==> config.mk <==
export PLATFORM = sky130hd
export DESIGN_NAME = regWriteGuard
export DESIGN_NICKNAME = d
export VERILOG_FILES = /design/src/rtl/regGuardPkg.sv /design/src/rtl/regGuardCtrl.sv /design/src/rtl/regGuardData.sv /design/src/rtl/regWriteGuard.sv
export SDC_FILE = /design/constraint.sdc
export NUM_CORES = 1
export LEC_CHECK = 0
export ABC_AREA = 1
export CORE_MARGIN = 4
export CORE_UTILIZATION = 57
export CTS_CLUSTER_SIZE = 14
export DETAILED_ROUTE_END_ITERATION = 8
export DONT_BUFFER_PORTS = 1
export PLACE_DENSITY = 0.84
export REMOVE_ABC_BUFFERS = 1
export SKIP_LAST_GASP = 1
export SLEW_MARGIN = 20
export SYNTH_ARGS = -nofsm -noshare
export SYNTH_HDL_FRONTEND = slang
export SYNTH_SLANG_ARGS = --single-unit
==> constraint.sdc <==
create_clock -name clk -period 1.5 [get_ports clk]
set_input_delay 0.3 -clock clk [delete_from_list [all_inputs] [get_ports clk]]
set_output_delay 0.3 -clock clk [all_outputs]
set_load 0.05 [all_outputs]
==> src/rtl/regGuardPkg.sv <==
package regGuardPkg;

  // Strobes the bus control hands to the register datapath
  typedef struct packed {
    logic startSeen;   // START or repeated START detected
    logic stopSeen;    // STOP detected
    logic capture;     // first data byte of a write is complete
  } busStrobeT;

  typedef enum logic [2:0] {
    ST_IDLE,
    ST_DEV,
    ST_ADDR,
    ST_WDATA,
    ST_ACK,
    ST_RDATA,
    ST_IGNORE
  } busStateT;

endpackage

==> src/rtl/regGuardCtrl.sv <==
module regGuardCtrl
  import regGuardPkg::*;
#(
  parameter logic [3:0] PREAMBLE = 4'hB,
  parameter logic [8:0] REG_ADDR = 9'h1FF
) (
  input  logic            clk,
  input  logic            rstN,
  input  logic            scl,
  input  logic            sdaIn,
  input  logic            busy,
  input  logic [7:0]      readByte,
  output logic            sdaDrvLow,
  output busStrobeT       strobe,
  output logic [7:0]      rxByte
);

  logic [1:0] sclSync, sdaSync;
  logic       sclQ, sdaQ;
  logic       sclNow, sdaNow;
  logic       sclRise, sclFall, startDet, stopDet;

  always_ff @(posedge clk or negedge rstN) begin
    if (!rstN) begin
      sclSync <= 2'b11;
      sdaSync <= 2'b11;
      sclQ    <= 1'b1;
      sdaQ    <= 1'b1;
    end else begin
      sclSync <= {sclSync[0], scl};
      sdaSync <= {sdaSync[0], sdaIn};
      sclQ    <= sclSync[1];
      sdaQ    <= sdaSync[1];
    end
  end

  assign sclNow   = sclSync[1];
  assign sdaNow   = sdaSync[1];
  assign sclRise  = sclNow & ~sclQ;
  assign sclFall  = ~sclNow & sclQ;
  assign startDet = sclNow & sclQ & sdaQ & ~sdaNow;
  assign stopDet  = sclNow & sclQ & ~sdaQ & sdaNow;

  busStateT   state, ackNext, nextNow;
  logic [3:0] bitCnt;
  logic [7:0] shReg, txReg;
  logic       addrHigh, firstData, sdaLow, ackNow;
  logic       byteDone;

  assign byteDone = sclFall && (bitCnt == 4'd8);

  // Acknowledge decision for the byte that just completed
  always_comb begin
    ackNow  = 1'b0;
    nextNow = ST_IGNORE;
    case (state)
      ST_DEV: if (shReg[7:4] == PREAMBLE && !busy) begin
        ackNow  = 1'b1;
        nextNow = shReg[0] ? ST_RDATA : ST_ADDR;
      end
      ST_ADDR: if ({addrHigh, shReg} == REG_ADDR) begin
        ackNow  = 1'b1;
        nextNow = ST_WDATA;
      end
      ST_WDATA: begin
        ackNow  = firstData;
        nextNow = ST_WDATA;
      end
      default: ;
    endcase
  end

  always_ff @(posedge clk or negedge rstN) begin
    if (!rstN) begin
      state     <= ST_IDLE;
      ackNext   <= ST_IDLE;
      bitCnt    <= 4'd0;
      shReg     <= 8'd0;
      txReg     <= 8'd0;
      addrHigh  <= 1'b0;
      firstData <= 1'b0;
      sdaLow    <= 1'b0;
    end else if (startDet) begin
      state  <= ST_DEV;
      bitCnt <= 4'd0;
      sdaLow <= 1'b0;
    end else if (stopDet) begin
      state  <= ST_IDLE;
      sdaLow <= 1'b0;
    end else begin
      case (state)
        ST_DEV, ST_ADDR, ST_WDATA: begin
          if (sclRise && bitCnt < 4'd8) begin
            shReg  <= {shReg[6:0], sdaNow};
            bitCnt <= bitCnt + 4'd1;
          end else if (byteDone) begin
            bitCnt  <= 4'd0;
            sdaLow  <= ackNow;
            ackNext <= nextNow;
            state   <= ST_ACK;
            if (state == ST_DEV)   addrHigh  <= shReg[1];
            if (state == ST_ADDR)  firstData <= 1'b1;
            if (state == ST_WDATA) firstData <= 1'b0;
          end
        end
        ST_ACK: if (sclFall) begin
          state <= ackNext;
          if (ackNext == ST_RDATA) begin
            txReg  <= readByte;
            sdaLow <= ~readByte[7];
          end else begin
            sdaLow <= 1'b0;
          end
        end
        ST_RDATA: begin
          if (sclRise) begin
            bitCnt <= bitCnt + 4'd1;
          end else if (sclFall) begin
            if (bitCnt == 4'd8) begin
              sdaLow <= 1'b0;
              state  <= ST_IGNORE;
            end else begin
              sdaLow <= ~txReg[6];
              txReg  <= {txReg[6:0], 1'b0};
            end
          end
        end
        default: ;
      endcase
    end
  end

  assign sdaDrvLow        = sdaLow;
  assign rxByte           = shReg;
  assign strobe.startSeen = startDet;
  assign strobe.stopSeen  = stopDet;
  assign strobe.capture   = (state == ST_WDATA) && byteDone && firstData
                            && !startDet && !stopDet;

endmodule

==> src/rtl/regGuardData.sv <==
module regGuardData
  import regGuardPkg::*;
#(
  parameter int BUSY_CYCLES = 256
) (
  input  logic       clk,
  input  logic       rstN,
  input  busStrobeT  strobe,
  input  logic [7:0] rxByte,
  output logic       busy,
  output logic [7:0] readByte,
  output logic [1:0] pupSel,
  output logic [1:0] wdSel,
  output logic [1:0] bpSel,
  output logic       commitPulse
);

  localparam int BUSY_W = $clog2(BUSY_CYCLES + 1);
  localparam logic [BUSY_W-1:0] BUSY_LOAD = BUSY_W'(BUSY_CYCLES);

  localparam logic [7:0] SET_WEL  = 8'h02;
  localparam logic [7:0] SET_RWEL = 8'h06;

  logic [5:0]        fieldsQ;   // {b7,b6,b5,b4,b3,b0}
  logic              welQ, rwelQ, pendValid, commitQ;
  logic [7:0]        pendByte;
  logic [BUSY_W-1:0] busyCnt;
  logic              storeOk;

  assign storeOk = welQ && rwelQ && (pendByte[2:1] == 2'b01);

  always_ff @(posedge clk or negedge rstN) begin
    if (!rstN) begin
      fieldsQ   <= '0;
      welQ      <= 1'b0;
      rwelQ     <= 1'b0;
      pendValid <= 1'b0;
      pendByte  <= 8'd0;
      commitQ   <= 1'b0;
      busyCnt   <= '0;
    end else begin
      commitQ <= 1'b0;
      if (busyCnt != '0) busyCnt <= busyCnt - 1'b1;
      if (strobe.capture) begin
        pendValid <= 1'b1;
        pendByte  <= rxByte;
      end else if (strobe.startSeen) begin
        pendValid <= 1'b0;
      end else if (strobe.stopSeen && pendValid) begin
        pendValid <= 1'b0;
        if (storeOk) begin
          fieldsQ <= {pendByte[7:3], pendByte[0]};
          rwelQ   <= 1'b0;
          commitQ <= 1'b1;
          busyCnt <= BUSY_LOAD;
        end else if (pendByte == SET_RWEL && welQ) begin
          rwelQ <= 1'b1;
        end else if (pendByte == SET_WEL) begin
          welQ <= 1'b1;
        end
      end
    end
  end

  assign busy        = (busyCnt != '0);
  assign readByte    = {fieldsQ[5:1], rwelQ, welQ, fieldsQ[0]};
  assign pupSel      = {fieldsQ[5], fieldsQ[0]};
  assign wdSel       = fieldsQ[4:3];
  assign bpSel       = fieldsQ[2:1];
  assign commitPulse = commitQ;

endmodule

==> src/rtl/regWriteGuard.sv <==
module regWriteGuard
  import regGuardPkg::*;
#(
  parameter int         BUSY_CYCLES = 256,
  parameter logic [3:0] PREAMBLE    = 4'hB,
  parameter logic [8:0] REG_ADDR    = 9'h1FF
) (
  input  logic       clk,
  input  logic       rstN,
  input  logic       scl,
  input  logic       sdaIn,
  output logic       sdaDrvLow,
  output logic [1:0] pupSel,
  output logic [1:0] wdSel,
  output logic [1:0] bpSel,
  output logic       commitPulse
);

  busStrobeT  strobe;
  logic [7:0] rxByte, readByte;
  logic       busy;

  regGuardCtrl #(.PREAMBLE(PREAMBLE), .REG_ADDR(REG_ADDR)) u_ctrl (
    .clk(clk), .rstN(rstN), .scl(scl), .sdaIn(sdaIn),
    .busy(busy), .readByte(readByte),
    .sdaDrvLow(sdaDrvLow), .strobe(strobe), .rxByte(rxByte)
  );

  regGuardData #(.BUSY_CYCLES(BUSY_CYCLES)) u_data (
    .clk(clk), .rstN(rstN), .strobe(strobe), .rxByte(rxByte),
    .busy(busy), .readByte(readByte),
    .pupSel(pupSel), .wdSel(wdSel), .bpSel(bpSel),
    .commitPulse(commitPulse)
  );

endmodule

==> results of run 1 <==
## critical path, stage by stage, from the launching register on
cell	delay (ps)
dfstp_2	560
inv_1	60
nand2_2	80
nor2_4	50
nor2_4	170
buf_12	150
nand4_4	160
nand2_2	140
o21ai_2	70
## final timing paths
| path | start | end | depth (start not counted) |
|---|---|---|---|
| hold / removal | rstN | u_data.fieldsQ[0] | 0 |
| max in group asynchronous | rstN | u_ctrl.sdaQ | 0 |
| setup reg to reg | u_ctrl.sdaQ | u_ctrl.txReg[4] | 8 |
| hold reg to reg | u_ctrl.sdaSync[0] | u_ctrl.sdaSync[1] | 0 |
| min in group clk | u_ctrl.sdaSync[0] | u_ctrl.sdaSync[1] | 0 |
| setup / recovery | u_ctrl.sdaQ | u_ctrl.txReg[4] | 8 |
## power by group through the flow
stage | Sequential (mW) | Combinational [mW] | Clock, mW
CTS | 1.88 | 1.06 | 1.44
finish | 1.90 | 1.22 | 1.44
global route | 1.91 | 1.33 | 1.52
global placement | 1.90 | 0.894 | 0
detailed placement | 1.90 | 0.921 | 0
floorplan | 1.90 | 0.645 | 0
## final cells by class
cell class / instances / area [sq um]
clock inverters: 6 / 63.8
repair buffers: 35 / 292
well taps: 70 / 87.6
flip-flops and latches: 61 / 1540
inverters: 45 / 171
clock buffers: 10 / 128
fillers: 360 / 1410
multi-input cells: 247 / 1450
## cell usage in the layout (no fill, tap or decap), types with 6 or more instances in the layout
cell type,netlist,layout
o21ai_2,13,14
buf_4,1,29
nor2_1,30,24
a21oi_1,8,7
clkbuf_8,0,9
nand4_1,10,10
dfstp_2,6,6
inv_1,39,35
nand2_1,99,90
nand3_1,15,13
nand2_2,8,13
inv_2,6,9
o21ai_1,10,10
dfrtp_1,55,52
nor2_2,6,6
o21ai_0,17,15
nor2_4,3,9
## kinds of logic after synthesis
| logic type | after synthesis |
|---|---|
| AND/OR/NAND/NOR | 180 |
| flip-flops | 61 |
| AO/OA/AOI/OAI | 51 |
| buffers and inverters | 51 |
| XOR/XNOR | 8 |
| multiplexers | 4 |
| adder cells (fa/ha/maj) | 3 |
## sequential cells by signal (all words and copies together), names as in the netlist
| name | flops |
|---|---|
| u_data.rwelQ | 1 |
| u_ctrl.sdaQ | 1 |
| u_data.fieldsQ | 6 |
| u_data.commitPulse | 1 |
| u_data.welQ | 1 |
| u_data.busyCnt | 9 |
| u_ctrl.firstData | 1 |
| u_ctrl.bitCnt | 4 |
| u_data.pendByte | 8 |
| u_ctrl.ackNext | 3 |
| u_ctrl.sdaSync | 2 |
| u_data.pendValid | 1 |
| u_ctrl.state | 3 |
| u_ctrl.sclQ | 1 |
| u_ctrl.rxByte | 8 |
| u_ctrl.sdaDrvLow | 1 |
| u_ctrl.sclSync | 2 |
| u_ctrl.addrHigh | 1 |
| u_ctrl.txReg | 7 |
## metrics by stage
| step | TNS (ps) | utilization, % | instance area (sq um) | setup slack, ps |
|---|---|---|---|---|
| 6_report | -460 | 72.5 | 3730 | -51.9 |
| 5_1_grt | -2600 | 72.5 | 3730 | -121 |
| 4_1_cts | -74.9 | 70.4 | 3620 | -15.8 |
| 3_5_place_dp | -750 | 62.9 | 3230 | -97.8 |
| 3_3_place_gp | -421 | 62.9 | 3230 | -68.5 |
| 2_1_floorplan | -4.77 | - | 2990 | -4.77 |
## layer usage
metal | part of all wire [%] | vias up
met4 | 4.7 | 0
met3 | 5.5 | 38
met5 | 0 | -
met1 | 40 | 1247
met2 | 49 | 118
li1 | - | 1230
## cells in the mapped netlist, drive strengths merged
cell type	number	area share, %
nand2	107	14
dfrtp	55	45
inv	45	5.6
nor2	40	6.7
o21ai	40	8.2
nand3	15	2.5
nand4	11	2.8
a21oi	8	1.3
dfstp	6	5.2
buf	5	1.5
mux2i	4	1.3
nor3	4	0.66
xnor2	4	1.2
xor2	4	1.2
ha	3	1.2
a22oi	1	0.25
clkbuf	1	0.16
nand3b	1	0.25
nor4	1	0.21
o211ai	1	0.25
o21a	1	0.25
or2	1	0.21
## what timing repair did
item | 4_1_cts | 5_1_grt
endpoints found under the setup margin | 23 | 52
buffers inserted | 9 | 3
hold endpoints to repair | 63 | 61
cloned | 1 | 0
pin swaps | 14 | 11
gates resized for setup | 21 | 31
==> out/metrics.csv, run 1 <==
stage;metric;value;unit
placed_design;place_hpwl;4.55;mm
power_and_ir_drop;seqPwrFrac;41.7;%
timing;setup_violations;21;
placed_design;place_congestion;0.986;
synthesis;synth.mux.area_fraction;1.32;%
timing;hold_ws;-353;ps
timing;fmax;0.644;GHz
power_and_ir_drop;power_frac_clock;31.5;%
timing;slew_viol_final;0;
clocking;htreeDepth;3;
global_routing;grt_util_met1;29.6;%
global_routing;grt_max_degree;62;
placed_design;port-buffer-count;0;
run_status;violations;hold timing, setup timing;
drt;vias;2633;
synthesis;seq_area_frac_synth;50.5;%
global_routing;grt_pass1_vias;2549;
timing;finalHoldViolations;61;
synthesis;synth-adder-area-share;1.24;%
global_routing;gr-usage-met2;40.5;%
clocking;clk_latency;350;ps
power_and_ir_drop;p_sw_share;35.3;%
floorplanning;boundaryPins;12;
clocking;clk_pin_slew;70;ps
floorplanning;die_w;81.0;microns
drt;routed_wl;7.52;mm
setup_path;reg2reg_slack;-50;ps
power_and_ir_drop;switchingPower;1.61;mW
layout;drive_above_1_share;30.4;%
synthesis;ys_warn_count;0;
setup_path;cp.arrival;1790;ps
timing;finClkSkew;8.00;ps
job;drv_cap;0;
synthesis;synth.distinct_cells;32;
setup_path;path_class;flip-flop to flip-flop;
drt;drtPass1Iterations;6;
power_and_ir_drop;power_frac_comb;26.8;%
global_routing;grt-ovfl-total;0;
drt;drtIter0Drc;299;
global_routing;grt_usage;24.4;%
setup_path;crit_path_end_kind;flip-flop;
clocking;holdBufCountCts;2;
synthesis;syn_inst;358;
floorplanning;die_h;81.0;microns
synthesis;synth_compound_area_share;10.3;%
placed_design;dp.cells;443;
power_and_ir_drop;ir_worst_vdd;0.939;mV
power_and_ir_drop;powerDensity;1220;nW/um^2
run_status;status;complete, but fails checks;
clocking;clockBufferDepth;2;
synthesis;synth_top_family_by_area;simple AND/OR/NAND/NOR gates;
setup_path;path_max_fanout;7;
synthesis;synthesis.area;3040;sq um
synthesis;synth_xor_area_share;2.31;%
global_routing;grt_first_pass_wirelength;11.9;mm
floorplanning;die_area;6560;sq um
layout;syn2layout_area_growth;22.7;%
timing;fin_crit_sh;103;%
synthesis;syn_area_per_cell;8.49;sq um
floorplanning;rows;26;
drt;ant_nets;0;
floorplanning;start_util;59.1;%
drt;viasPerCell;5.55;
timing;slew-limit-headroom;65.3;%
layout;diodes;0;
global_routing;grt.busiest_layer;met2;
setup_path;cp-start-kind;flip-flop;
setup_path;worstPathRequired;1730;ps
synthesis;yosys.area_share.simple;27.1;%
power_and_ir_drop;power;4.56;mW
timing;setup_ws;-51.9;ps
hold_path;hp-class;primary input to async pin;
global_routing;gr-usage-met3;5.54;%
synthesis;ys_ff_latch;61;
clocking;clkSinkCount;61;
timing;fin_crit;1550;ps
clocking;cts_buffers;9;
global_routing;antenna_found_initial;0;
drt;wl_per_cell;15.9;microns
timing;tightest_slew;520;ps
clocking;cts_tree;built;
power_and_ir_drop;p_int;2.95;mW
drt;drcViolationCount;0;
layout;num-nets-final;406;
power_and_ir_drop;p_leak;1.75;nW
clocking;cts_root_buf;clkbuf_8;
layout;final_cells;474;
timing;rsz0062_at_grt;true;
floorplanning;core_area;5140;sq um
(Power assumes the default switching activity.)
==> run 2: changes to the inputs <==
--- a/constraint.sdc
+++ b/constraint.sdc
@@ -3,2 +3,2 @@
 set_output_delay 0.3 -clock clk [all_outputs]
-set_load 0.05 [all_outputs]
+set_load 0.005 [all_outputs]
==> run 2 against run 1 <==
Against the previous run:
- the run still ends with hold timing, setup timing left
- setup slack got worse by 23 ps
- sequential share of layout area decreased by 1.6 points
- die area stayed put
- design area up 4.0%
- cell count up 1.3%
- utilization grew 2.9 points
- worst hold slack got worse by 1.7 ps
- fmax fell by 1.4%
- critical path type unchanged
- clock power fell by 7%
==> out/metrics.csv, run 2 (synthesis gave the netlist of run 1 again) <==
stage;metric;value;unit;change
run_status;status;complete, but fails checks;;
run_status;violations;hold timing, setup timing;;
clocking;cts_tree;built;;
layout;mostFrequentLayoutCells;85 x nand2_1, 53 x dfrtp_1, 34 x inv_1, 29 x buf_4, 24 x nor2_1;;
placed_design;preCtsSetupSlack;-98.6;ps;-0.769 ps
floorplanning;boundaryPins;12;;unchanged
floorplanning;rows;26;;unchanged
timing;finalHoldViolations;61;;unchanged
layout;syn2layout_area_growth;27.6;%;
timing;rsz0062_at_grt;true;;
setup_path;critical_path_buf_inv_count;1;;-1
drt;drcViolationCount;0;;unchanged
timing;tightest_slew;367;ps;-153 ps
power_and_ir_drop;p_sw_share;35.3;%;about the same
global_routing;grt_max_degree;62;;unchanged
layout;num-nets-final;412;;+1.5%
layout;final_util;75.4;%;+2.9 points
setup_path;crit_path_end_kind;flip-flop;;
timing;slew_viol_final;0;;unchanged
timing;setup_ws;-74.7;ps;-22.8 ps
placed_design;place_congestion;1.00;;+1.4%
layout;drive_above_1_share;33.9;%;+3.5 points
global_routing;grt-ovfl-total;0;;unchanged
timing;hold_ws;-355;ps;-1.73 ps
timing;fmax;0.635;GHz;-1.4%
layout;fillerInstances;327;;-9.2%
placed_design;port-buffer-count;0;;unchanged
layout;diodes;0;;unchanged
timing;setup_violations;14;;-33%
setup_path;cp-start-kind;flip-flop;;
setup_path;worstPathRequired;1780;ps;+50 ps
clocking;cts_root_buf;clkbuf_8;;
layout;top_register;u_data.busyCnt;;
clocking;cts_buffers;9;;unchanged
timing;slew-limit-headroom;75.4;%;+10 points
setup_path;reg2reg_slack;-70;ps;-20 ps
timing;finClkSkew;7.49;ps;-0.510 ps
drt;viasPerCell;5.51;;-0.80%
floorplanning;die_h;81.0;microns;unchanged
clocking;clkSinkCount;61;;unchanged
drt;ant_nets;0;;unchanged
drt;vias;2645;;+0.46%
power_and_ir_drop;power;4.54;mW;-0.53%
drt;drtPass1Iterations;6;;unchanged
job;drv_cap;0;;unchanged
floorplanning;die_w;81.0;microns;unchanged
layout;largest_register_ffs;9;;unchanged
clocking;clockBufferDepth;2;;unchanged
timing;fin_crit;1570;ps;+22.8 ps
power_and_ir_drop;p_leak;1.80;nW;+3.4%
setup_path;path_cells;buf_4, nand2_1, a22oi_1, nand2_2, nor2_4, nand2_1, nand2_1;;
setup_path;path_delay_family;simple AND/OR/NAND/NOR gates;;
timing;fin_crit_sh;105;%;+1.5 points
drt;wl_per_cell;16.2;microns;+2.2%
global_routing;grt_usage;22.9;%;-1.5 points
global_routing;grt_first_pass_wirelength;11.3;mm;-5.1%
global_routing;grt_pass1_vias;2440;;-4.3%
setup_path;cp.arrival;1860;ps;+70 ps
hold_path;hp-class;primary input to async pin;;
power_and_ir_drop;power_frac_clock;29.5;%;-2.0 points
setup_path;worst_r2r_path_depth;7;;-1
power_and_ir_drop;power_frac_comb;29.0;%;+2.2 points
floorplanning;start_util;59.1;%;unchanged
power_and_ir_drop;powerDensity;1170;nW/um^2;-4.4%
floorplanning;die_area;6560;sq um;unchanged
setup_path;path_max_fanout;7;;unchanged
power_and_ir_drop;switchingPower;1.60;mW;-0.52%
power_and_ir_drop;ir_worst_vdd;0.717;mV;-24%
setup_path;crit_path_frequent_cell;nand2_1;;
drt;routed_wl;7.78;mm;+3.5%
setup_path;cpMaxStageDelayCell;dfrtp_1;;
clocking;clk_latency;340;ps;about the same
timing;fin_tns_setup;-895;ps;-435 ps
power_and_ir_drop;p_int;2.93;mW;-0.54%
layout;final_common_cell;nand2_1;;
placed_design;place_hpwl;4.48;mm;-1.4%
global_routing;antenna_found_initial;0;;unchanged
setup_path;worstReg2RegEnd;u_ctrl.bitCnt[3];;
power_and_ir_drop;seqPwrFrac;41.5;%;-0.2 points
setup_path;path_class;flip-flop to flip-flop;;
clocking;clk_pin_slew;70;ps;about the same
clocking;holdBufCountCts;2;;unchanged
drt;drtIter0Drc;261;;-13%
floorplanning;core_area;5140;sq um;unchanged
clocking;htreeDepth;3;;unchanged
setup_path;critPathMaxStageDelay;450;ps;-110 ps
setup_path;r2r-start;u_ctrl.state[0];;
run 2: per-stage QoR:
stage	area, sq um	std cells
2_1_floorplan	2990	352
3_3_place_gp	3220	441
3_5_place_dp	3220	441
4_1_cts	3560	467
5_1_grt	3870	480
6_report	3870	480
run 2: routing by layer:
| metal | GRT usage (%) | part of all wire [%] | vias to the layer above |
|---|---|---|---|
| met5 | 0 | 0 | - |
| met4 | 7.77 | 2.2 | 0 |
| met3 | 7.65 | 4.8 | 22 |
| met2 | 35.9 | 52 | 98 |
| met1 | 29.9 | 41 | 1280 |
| li1 | - | - | 1245 |
run 2: power groups by stage:
stage | Combinational [mW] | Sequential (mW) | Clock (mW)
3_5_place_dp | 0.910 | 1.88 | 0
5_1_grt | 1.42 | 1.90 | 1.42
3_3_place_gp | 0.898 | 1.87 | 0
2_1_floorplan | 0.646 | 1.87 | 0
4_1_cts | 1.03 | 1.86 | 1.35
6_report | 1.31 | 1.88 | 1.34
run 2: worst register-to-register path: cells and delay by family (launching register included):
family / cells / cell delay, ps
AND/OR/NAND/NOR: 5 / 530
buffers and inverters: 1 / 200
AO/OA/AOI/OAI: 1 / 330
flip-flops: 1 / 450
run 2: worst max path at each step:
stage,to,slack [ps],depth (start not counted),from
2_1_floorplan,u_ctrl.ackNext[2],-5,9,u_data.busyCnt[0]
3_3_place_gp,u_ctrl.txReg[6],-70,9,u_ctrl.bitCnt[0]
3_5_place_dp,u_ctrl.txReg[0],-100,7,u_ctrl.sdaQ
4_1_cts,u_ctrl.txReg[5],-20,8,u_ctrl.sdaSync[1]
5_1_grt,u_ctrl.bitCnt[3],-170,7,u_ctrl.state[0]
6_report,u_ctrl.bitCnt[3],-70,7,u_ctrl.state[0]
run 2: layout make-up:
cell class	instances	area (sq um)	area share (%)
Tap cell	70	87.6	2.26
Clock inverter	6	45.0	1.16
Clock buffer	10	138	3.55
Multi-Input combinational cell	247	1520	39.3
Sequential cell	61	1540	39.7
Timing Repair Buffer	41	373	9.62
Inverter	45	171	4.42
run 2: what timing repair did:
action	4_1_cts	5_1_grt
pin swaps	6	20
endpoints found under the hold margin	63	61
gates resized for setup	16	62
setup endpoints to repair	24	53
gates cloned	2	0
setup buffers	6	14
==> run 3: changes to the inputs <==
clock period = 1.4 ns   (was 1.5 ns; I/O delays follow)
==> run 3 against run 2 <==
Against the previous run:
- the flow still finishes with violations (hold timing, setup timing)
- global-route usage grew 4.3 points
- die area stayed put
- first-iteration DRC count up 46%
- fmax shrank 3.9%
- critical path type unchanged
- critical endpoint is now u_ctrl.state[0]
==> out/metrics.csv, run 3 (synthesis gave the netlist of run 1 again) <==
stage;metric;value;unit;change
run_status;status;complete, but fails checks;;
run_status;violations;hold timing, setup timing;;
clocking;clkSinkCount;61;;unchanged
timing;fin_crit_sh;117;%;+12 points
drt;ant_nets;0;;unchanged
power_and_ir_drop;power;5.50;mW;+21%
setup_path;critPathMaxStageDelay;580;ps;+130 ps
timing;fin_crit;1640;ps;+63.6 ps
floorplanning;boundaryPins;12;;unchanged
clocking;holdBufCountCts;2;;unchanged
drt;drtPass1Iterations;4;;-2
layout;mostFrequentLayoutCells;80 x nand2_1, 53 x dfrtp_1, 47 x buf_4, 33 x inv_1, 22 x nor2_1;;
placed_design;preCtsSetupSlack;-197;ps;-98.4 ps
placed_design;dp.cells;461;;+4.5%
timing;finalHoldViolations;61;;unchanged
timing;slew-limit-headroom;76.5;%;+1.1 points
global_routing;grt_usage;27.2;%;+4.3 points
drt;drcViolationCount;0;;unchanged
global_routing;grt-ovfl-total;0;;unchanged
layout;final_common_cell;nand2_1;;
drt;vias;3065;;+16%
setup_path;cp.arrival;1870;ps;about the same
clocking;htreeDepth;3;;unchanged
drt;wl_per_cell;20.5;microns;+27%
setup_path;worstPathRequired;1630;ps;-150 ps
floorplanning;core_area;5140;sq um;unchanged
placed_design;place_hpwl;4.79;mm;+6.9%
layout;fillerInstances;260;;-20%
layout;largest_register_ffs;9;;unchanged
timing;rsz0062_at_grt;true;;
drt;viasPerCell;6.12;;+11%
timing;setup_ws;-238;ps;-164 ps
setup_path;crit_path_end_kind;flip-flop;;
layout;num-nets-final;434;;+5.3%
setup_path;path_max_fanout;6;;-1
timing;setup_violations;45;;+31
clocking;cts_tree;built;;
timing;slew_viol_final;0;;unchanged
layout;seqCellArea;1540;sq um;unchanged
power_and_ir_drop;p_leak;1.97;nW;+9.0%
setup_path;worst_r2r_path_depth;8;;+1
setup_path;cpMaxStageDelayCell;dfstp_2;;
floorplanning;start_util;59.1;%;unchanged
clocking;cts_buffers;9;;unchanged
setup_path;reg2reg_slack;-240;ps;-160 ps
clocking;clk_pin_slew;80;ps;about the same
global_routing;grt_pass1_vias;2772;;+14%
clocking;cts_root_buf;clkbuf_8;;
layout;syn2layout_area_growth;38.5;%;
timing;fmax;0.610;GHz;-3.9%
floorplanning;die_w;81.0;microns;unchanged
setup_path;worstReg2RegEnd;u_ctrl.state[0];;
power_and_ir_drop;ir_worst_vdd;0.751;mV;+4.6%
drt;drtIter0Drc;382;;+46%
floorplanning;die_h;81.0;microns;unchanged
job;drv_cap;0;;unchanged
global_routing;grt_first_pass_wirelength;13.2;mm;+17%
layout;diodes;0;;unchanged
timing;finClkSkew;11.4;ps;+3.92 ps
hold_path;hp-class;primary input to async pin;;
placed_design;port-buffer-count;0;;unchanged
setup_path;r2r-start;u_ctrl.sdaSync[1];;
timing;tightest_slew;349;ps;-17.7 ps
placed_design;place_congestion;0.931;;-6.9%
setup_path;path_cells;nand2_2, nor2_4, nor2_4, buf_6, nand2_4, nand4_1, nand2_1, nand2_1;;
timing;hold_ws;-374;ps;-19.2 ps
clocking;clockBufferDepth;2;;unchanged
setup_path;path_class;flip-flop to flip-flop;;
floorplanning;die_area;6560;sq um;unchanged
global_routing;grt_max_degree;62;;unchanged
layout;drive_above_1_share;40.1;%;+6.2 points
floorplanning;rows;26;;unchanged
clocking;clk_latency;340;ps;about the same
power_and_ir_drop;powerDensity;1310;nW/um^2;+12%
global_routing;antenna_found_initial;0;;unchanged
layout;top_register;u_data.busyCnt;;
layout;final_cells;501;;+4.4%
drt;routed_wl;10.3;mm;+32%
layout;multiInputGateArea;1630;sq um;+7.1%
setup_path;cp-start-kind;flip-flop;;
run 3: changes by cell type in the layout (fill, tap and decap cells not counted), moves of 2 or more:
cell	before	now
clkinv_2	2	0
o21ai_2	14	18
nor2_1	24	22
nand2_4	12	14
buf_4	29	47
bufinv_16	0	2
nand2_2	9	13
o21ai_1	11	16
buf_12	1	3
o21ai_0	15	6
nand2_1	85	80
run 3: per-stage QoR:
stage / cell area (sq um) / TNS, ps / util (%) / hold slack (ps)
2_1_floorplan: 2990 / -691 / - / -15.6
3_3_place_gp: 3380 / -2500 / 65.7 / -13.3
3_5_place_dp: 3380 / -4190 / 65.7 / -12.7
4_1_cts: 3890 / -2520 / 75.7 / -379
5_1_grt: 4210 / -9150 / 81.8 / -396
6_report: 4210 / -6610 / 81.8 / -374
run 3: critical path: cells and delay by family (launching register included):
| family | cells | cell delay [ps] |
|---|---|---|
| buffers and inverters | 1 | 140 |
| flip-flops | 1 | 580 |
| AND/OR/NAND/NOR | 7 | 800 |
run 3: metal layers:
layer / wire (microns) / track usage, %
met5: 0 / 0
met4: 767 / 14.4
met3: 912 / 6.87
met2: 4940 / 45.1
met1: 3680 / 32.6
run 3: area by class of cell:
cell class / count / area share, %
Timing Repair Buffer: 61 / 13.0
Clock buffer: 12 / 3.69
Multi-Input combinational cell: 249 / 38.8
Clock inverter: 3 / 1.64
Inverter: 45 / 4.25
Sequential cell: 61 / 36.5
Tap cell: 70 / 2.08
run 3: worst max path at each step:
stage / startpoint / endpoint / slack, ps / depth (start not counted)
6_report: u_ctrl.sdaSync[1] / u_ctrl.state[0] / -240 / 8
5_1_grt: u_ctrl.sclSync[1] / u_ctrl.state[0] / -300 / 8
4_1_cts: u_ctrl.sdaSync[1] / u_ctrl.sdaDrvLow / -110 / 10
3_5_place_dp: u_ctrl.bitCnt[0] / u_ctrl.txReg[4] / -200 / 9
3_3_place_gp: u_ctrl.bitCnt[0] / u_ctrl.txReg[6] / -170 / 9
2_1_floorplan: u_data.busyCnt[0] / u_ctrl.ackNext[2] / -100 / 9
run 3: what timing repair did:
| action | CTS | global route |
|---|---|---|
| endpoints found under the hold margin | 63 | 61 |
| endpoints found under the setup margin | 49 | 55 |
| gates cloned | 0 | 4 |
| setup buffers | 12 | 9 |
| pin swaps | 15 | 14 |
| gates resized for setup | 51 | 57 |
run 3: power by group:
| part | switching [mW] | total (mW) | internal (mW) |
|---|---|---|---|
| sequential | 0.153 | 2.04 | 1.89 |
| combinational | 1.02 | 1.66 | 0.637 |
| clock | 0.708 | 1.80 | 1.09 |
| total | 1.89 | 5.50 | 3.62 |
